===== src/rtl/scroll_pkg.sv =====
package scroll_pkg;

    localparam int MSG_LEN = 8;
    localparam logic [6:0] SEG_BLANK = 7'h7F;

    typedef enum logic [2:0] {
        CH_SP, CH_C, CH_P, CH_E, CH_N, CH_3, CH_1
    } char_e;

    typedef enum logic {
        MODE_COUNT,
        MODE_FLICKER
    } mode_e;

    typedef struct packed {
        logic  wrap;
        mode_e mode;
    } ctrl_flags_t;

    function automatic char_e msg_char(input int unsigned i);
        case (i)
            0:       return CH_C;
            1:       return CH_P;
            2:       return CH_E;
            3:       return CH_N;
            4:       return CH_SP;
            5:       return CH_3;
            6:       return CH_1;
            7:       return CH_1;
            default: return CH_SP;
        endcase
    endfunction

    function automatic char_e stream_char(input int unsigned idx, input int unsigned lead);
        if (idx < lead || idx >= lead + MSG_LEN)
            return CH_SP;
        return msg_char(idx - lead);
    endfunction

    // active-low, bit order {g,f,e,d,c,b,a}
    function automatic logic [6:0] glyph(input char_e c);
        case (c)
            CH_C:    return 7'h46;
            CH_P:    return 7'h0C;
            CH_E:    return 7'h06;
            CH_N:    return 7'h48;
            CH_3:    return 7'h30;
            CH_1:    return 7'h79;
            default: return SEG_BLANK;
        endcase
    endfunction

endpackage


===== src/rtl/scroll_fsm.sv =====
module scroll_fsm
    import scroll_pkg::*;
#(
    parameter int N_DIGITS = 6,
    parameter int PASSES   = 10,
    localparam int STREAM_LEN = N_DIGITS + MSG_LEN,
    localparam int POS_W      = $clog2(STREAM_LEN),
    localparam int CNT_W      = $clog2(PASSES + 1)
) (
    input  logic             clk,
    input  logic             rst,
    input  logic             step,
    output logic [POS_W-1:0] pos,
    output ctrl_flags_t      flags
);

    localparam logic [POS_W-1:0] LAST = POS_W'(STREAM_LEN - 1);
    localparam logic [CNT_W-1:0] FINAL_PASS = CNT_W'(PASSES - 1);

    mode_e            state_q, state_d;
    logic [POS_W-1:0] pos_q, pos_d;
    logic [CNT_W-1:0] pass_q, pass_d;
    logic             at_end;

    assign at_end = (pos_q == LAST);

    always_comb begin
        state_d = state_q;
        pos_d   = pos_q;
        pass_d  = pass_q;
        if (step) begin
            pos_d = at_end ? '0 : pos_q + 1'b1;
            if (at_end && state_q == MODE_COUNT) begin
                pass_d = pass_q + 1'b1;
                if (pass_q == FINAL_PASS)
                    state_d = MODE_FLICKER;
            end
        end
    end

    always_ff @(posedge clk) begin
        if (rst) begin
            state_q <= MODE_COUNT;
            pos_q   <= '0;
            pass_q  <= '0;
        end else begin
            state_q <= state_d;
            pos_q   <= pos_d;
            pass_q  <= pass_d;
        end
    end

    // Moore outputs: functions of registered state only
    assign pos        = pos_q;
    assign flags.wrap = at_end;
    assign flags.mode = state_q;

endmodule


===== src/rtl/digit_bank.sv =====
module digit_bank
    import scroll_pkg::*;
#(
    parameter int N_DIGITS = 6,
    parameter int POS_W    = 4
) (
    input  logic                       clk,
    input  logic                       rst,
    input  logic [POS_W-1:0]           pos,
    output logic [N_DIGITS-1:0][6:0]   seg
);

    for (genvar k = 0; k < N_DIGITS; k++) begin : g_digit
        localparam int unsigned OFFS = N_DIGITS - 1 - k;
        logic [6:0] seg_q;

        always_ff @(posedge clk) begin
            if (rst)
                seg_q <= SEG_BLANK;
            else
                seg_q <= glyph(stream_char(32'(pos) + OFFS, N_DIGITS));
        end

        assign seg[k] = seg_q;
    end

endmodule


===== src/rtl/loop_led_driver.sv =====
module loop_led_driver
    import scroll_pkg::*;
#(
    parameter int N_LEDS = 10
) (
    input  logic              clk,
    input  logic              rst,
    input  logic              step,
    input  ctrl_flags_t       flags,
    output logic [N_LEDS-1:0] led
);

    logic [N_LEDS-1:0] led_q;

    always_ff @(posedge clk) begin
        if (rst) begin
            led_q <= '0;
        end else if (step) begin
            if (flags.mode == MODE_FLICKER)
                led_q <= (&led_q) ? '0 : '1;
            else if (flags.wrap)
                led_q <= (led_q == '0) ? N_LEDS'(1) : (led_q << 1);
        end
    end

    assign led = led_q;

endmodule


===== src/rtl/scroll_msg_ctrl.sv =====
module scroll_msg_ctrl
    import scroll_pkg::*;
#(
    parameter int N_LEDS = 10
) (
    input  logic              clk,
    input  logic              rst,
    input  logic              step,
    output logic [6:0]        seg0,
    output logic [6:0]        seg1,
    output logic [6:0]        seg2,
    output logic [6:0]        seg3,
    output logic [6:0]        seg4,
    output logic [6:0]        seg5,
    output logic [N_LEDS-1:0] led
);

    localparam int N_DIGITS   = 6;
    localparam int STREAM_LEN = N_DIGITS + MSG_LEN;
    localparam int POS_W      = $clog2(STREAM_LEN);

    logic [POS_W-1:0]         pos_q;
    ctrl_flags_t              flags_q;
    logic [N_DIGITS-1:0][6:0] seg_q;

    scroll_fsm #(.N_DIGITS(N_DIGITS), .PASSES(N_LEDS)) u_fsm (
        .clk(clk), .rst(rst), .step(step), .pos(pos_q), .flags(flags_q)
    );

    digit_bank #(.N_DIGITS(N_DIGITS), .POS_W(POS_W)) u_digits (
        .clk(clk), .rst(rst), .pos(pos_q), .seg(seg_q)
    );

    loop_led_driver #(.N_LEDS(N_LEDS)) u_leds (
        .clk(clk), .rst(rst), .step(step), .flags(flags_q), .led(led)
    );

    assign seg0 = seg_q[0];
    assign seg1 = seg_q[1];
    assign seg2 = seg_q[2];
    assign seg3 = seg_q[3];
    assign seg4 = seg_q[4];
    assign seg5 = seg_q[5];

endmodule


===== config.mk =====
export PLATFORM = sky130hd
export DESIGN_NAME = scroll_msg_ctrl
export DESIGN_NICKNAME = d
export VERILOG_FILES = /design/src/rtl/scroll_pkg.sv /design/src/rtl/scroll_fsm.sv /design/src/rtl/digit_bank.sv /design/src/rtl/loop_led_driver.sv /design/src/rtl/scroll_msg_ctrl.sv
export SDC_FILE = /design/constraint.sdc
export NUM_CORES = 1
export LEC_CHECK = 0
export ABC_AREA = 1
export BUFFER_PORTS_ARGS = -buffer_cell sky130_fd_sc_hd__buf_2
export CAP_MARGIN = 5
export CORE_UTILIZATION = 61
export DETAILED_ROUTE_END_ITERATION = 10
export PLACE_DENSITY_LB_ADDON = 0.2
export SYNTH_ARGS = -nofsm -noshare
export SYNTH_HDL_FRONTEND = slang
export SYNTH_SLANG_ARGS = --single-unit

===== constraint.sdc =====
create_clock -name clk -period 5.5 [get_ports clk]
set_clock_uncertainty 0.1 [all_clocks]
set_input_delay 0 -clock clk [delete_from_list [all_inputs] [get_ports clk]]
set_output_delay 0 -clock clk [all_outputs]
set_load 0.005 [all_outputs]

==> impl_metrics.csv <==
group,metric,value,unit
route,drt_first_pass_iters,4,
sta,post-route-period-util,55.2,%
placement,gp_routability_congestion,0.912,
layout,sequential_cell_area,1100,um^2
power,switching_power,0.207,mW
layout,finalInstanceArea,3590,um^2
route,initialDrtViolationCount,155,
clock_tree,cts-root-to-sink-buffers,2,
floorplan,fp.dieArea,5590,um^2
placement,dp_hpwl,4860,um
layout,mostFrequentLayoutCell,"nand2_1",
sta,timing_hold_violations_final,0,
clock_tree,path_clk_slew,0.10,ns
layout,most-common-layout-cells,"nand2_1, inv_1, dfxtp_1",
route,vias,2982,
floorplan,floorplan.core_area,5110,um^2
placement,place.port_buffers,54,
sta,final.min_clock_period,3.04,ns
run_status,status,"finished clean",
sta,fmax,0.329,GHz
clock_tree,clock_tree_from_tritoncts,"built",
layout,layout.filler_cells,454,
grt,global_route.overflow_total,0,
clock_tree,clock_latency_on_the_worst_skew_pair,0.31,ns
layout,share_of_post_route_cells_with_drive_strength_above_1,21.1,%
layout,num-nets-final,529,
grt,grt_pass1_vias,2607,
min_path,hp-class,"in2reg",
sta,final-setup-viol-count,0,
power,cellInternalPower,0.521,mW
placement,detailed_place.area,3490,um^2
layout,multiInputGateArea,1770,um^2
synth,syn-mean-instance-area,7.10,um^2
setup_path,worst-path-max-fanout,20,
floorplan,fp.dieW,74.8,um
synth,yosys_warnings,0,
setup_path,timing.critical_path.to_type,"flip-flop",
sta,finalSetupTns,0,ns
setup_path,criticalPathCategory,"reg2reg",
clock_tree,ctsHtreeMaxLevel,2,
sta,worst_slew_margin_rel,50.4,%
flow_run,maxCapViolations,0,
grt,grt_max_degree,25,
power,power_leakage,1.56,nW
floorplan,floorplan.initialDensity,63.2,%
grt,global_route_wire_length_before_repair,10800,um
setup_path,crit_path_start_kind,"flip-flop",
layout,syn_to_final_growth,11.2,%
power,pwr-share-clk,29.2,%
synth,mapped_cells,455,
clock_tree,cts.root.buffer_cell,"clkbuf_8",
layout,antennaDiodeCount,0,
synth,ys_seq_area_share,34.1,%
synth,postSynthNetCount,482,
floorplan,die_y,74.8,um
power,peakVddDrop,0.173,mV
setup_path,timing.critical_path.arrival,3.11,ns
route,postRouteWirelength,6460,um
route,vias_per_cell,5.20,
clock_tree,postCtsResizedCells,0,
power,power.share.switching,28.4,%
synth,yosys_register_bits,55,
power,power_frac_comb,15.0,%
route,drc,0,
sta,tightest_slew,0.743,ns
floorplan,cell_row_count,26,
grt,grt.total_usage,24.7,%
clock_tree,clock_sink_count,55,
synth,post_synth_num_cell_types,37,
power,power-per-cell-area,203,nW/um^2
grt,antenna_violations_before_repair,0,
synth,syn_area,3230,um^2
setup_path,required_time_of_the_worst_setup_path,5.57,ns
route,detail_route.wl_per_cell,11.3,um
layout,postLayoutCoreUtil,70.3,%
clock_tree,cts_buffers,5,
floorplan,top_level_ports,55,
sta,maxSlewViolCount,0,
sta,unrepaired_setup_endpoints_after_global_routing,"false",
route,number_of_antenna_violating_nets_in_the_routed_design,0,
power,sequential_share_of_power,55.9,%
==> power by group through the flow <==
stage          Combinational (mW)  Clock, mW  Sequential, mW
2_1_floorplan              0.0902          0           0.412
3_3_place_gp                0.103          0           0.416
3_5_place_dp                0.106          0           0.416
4_1_cts                     0.108      0.223           0.407
5_1_grt                     0.124      0.236           0.408
6_report                    0.109      0.213           0.407
==> routing by layer <==
metal / part of all wire, % / global-route usage [%] / vias to the layer above
li1: - / - / 1563
met1: 45 / 28.2 / 1341
met2: 50 / 45.7 / 68
met3: 3.8 / 4.82 / 10
met4: 1.6 / 8.18 / 0
met5: 0 / 0 / -
==> area by class of cell <==
class	count	share of cell area, %
Sequential cell	55	30.7
Tap cell	70	2.44
Timing Repair Buffer	56	8.02
Multi-Input combinational cell	316	49.2
Clock buffer	6	2.02
Clock inverter	2	0.349
Inverter	68	7.32
==> state kept, by name (all words and copies together) (netlist names) <==
signal	cells
u_digits.g_digit.seg_q	36
u_leds.led	10
u_fsm.state_q	1
u_fsm.pass_q	4
u_fsm.pos	4
==> what timing repair did <==
item	4_1_cts	5_1_grt
hold buffers	1	0
buffers inserted	0	0
endpoints found under the hold margin	4	0
==> critical path, cell delays in order, from the launching register on <==
cell     delay (ns)
dfxtp_1        0.76
inv_1          0.24
ha_1           0.51
inv_1          0.15
ha_1           0.33
o21ai_1        0.27
inv_1          0.13
nor2_2         0.14
nand2_1        0.09
a21oi_1        0.13
nand2_1        0.06
==> through the flow <==
step                      std cells  hold WS (ns)  worst slack (ns)  power [mW]
after floorplan                 455      -0.00540              3.02       0.502
after global placement          564         0.113              2.64       0.519
after detailed placement        564         0.115              2.52       0.522
after CTS                       573        0.0191              2.48       0.737
after global routing            573        0.0479              2.19       0.768
final                           573        0.0313              2.46       0.728
==> final timing paths <==
path	endpoint	depth (start not counted)	from	slack [ns]
worst min-delay path	u_fsm.pos[2]$_SDFFE_PP0P_	2	rst	0.03
worst max register to register	u_digits.g_digit[2].seg_q[3]$_SDFF_PP1_	10	u_fsm.pos[1]$_SDFFE_PP0P_	2.46
worst min register to register	u_fsm.pass_q[3]$_SDFFE_PP0P_	2	u_fsm.pass_q[3]$_SDFFE_PP0P_	0.38
worst max-delay path	u_digits.g_digit[2].seg_q[3]$_SDFF_PP1_	10	u_fsm.pos[1]$_SDFFE_PP0P_	2.46
==> cell usage after synthesis <==
cell type   n  share of area, %
clkbuf_1    4              0.46
dfxtp_1    55                34
nand3_2     4               1.2
xnor2_1     1              0.27
o211ai_1    4              0.93
o31ai_1     1              0.23
ha_1       24               9.3
nor4_1      3              0.58
clkinv_4    1              0.27
o21ai_1     7               1.1
o21ai_0    22               3.4
nor3_2      3              0.93
inv_4       1              0.19
nand3_1    31               4.8
inv_1      56               6.5
buf_2       2              0.31
buf_1       1              0.12
buf_4       8               1.9
nand3b_1    1              0.23
a211oi_1    2              0.46
xor2_4      1              0.85
nand2_4     1              0.35
inv_2      10               1.2
a21oi_1    31               4.8
nor2_2      5              0.97
a21oi_2     3              0.81
nor2_1     40               4.6
nand2_2    10               1.9
nand4_1    11               2.1
o2111ai_1   2              0.54
a21oi_4     1              0.50
nor3_1      5              0.77
o21ai_2     2              0.54
buf_6       1              0.35
nand2_1    98                11
nor2_4      2              0.70
o21a_1      1              0.23
==> cell families after synthesis <==
logic type      after synthesis  synth area share, %
flops                        55                 34.1
fa+ha+maj                    24                 9.30
simple gates                214                 30.7
xor+xnor                      2                 1.12
compound gates               76                 13.6
buf+inv                      84                 11.2
(Power assumes the default switching activity.)
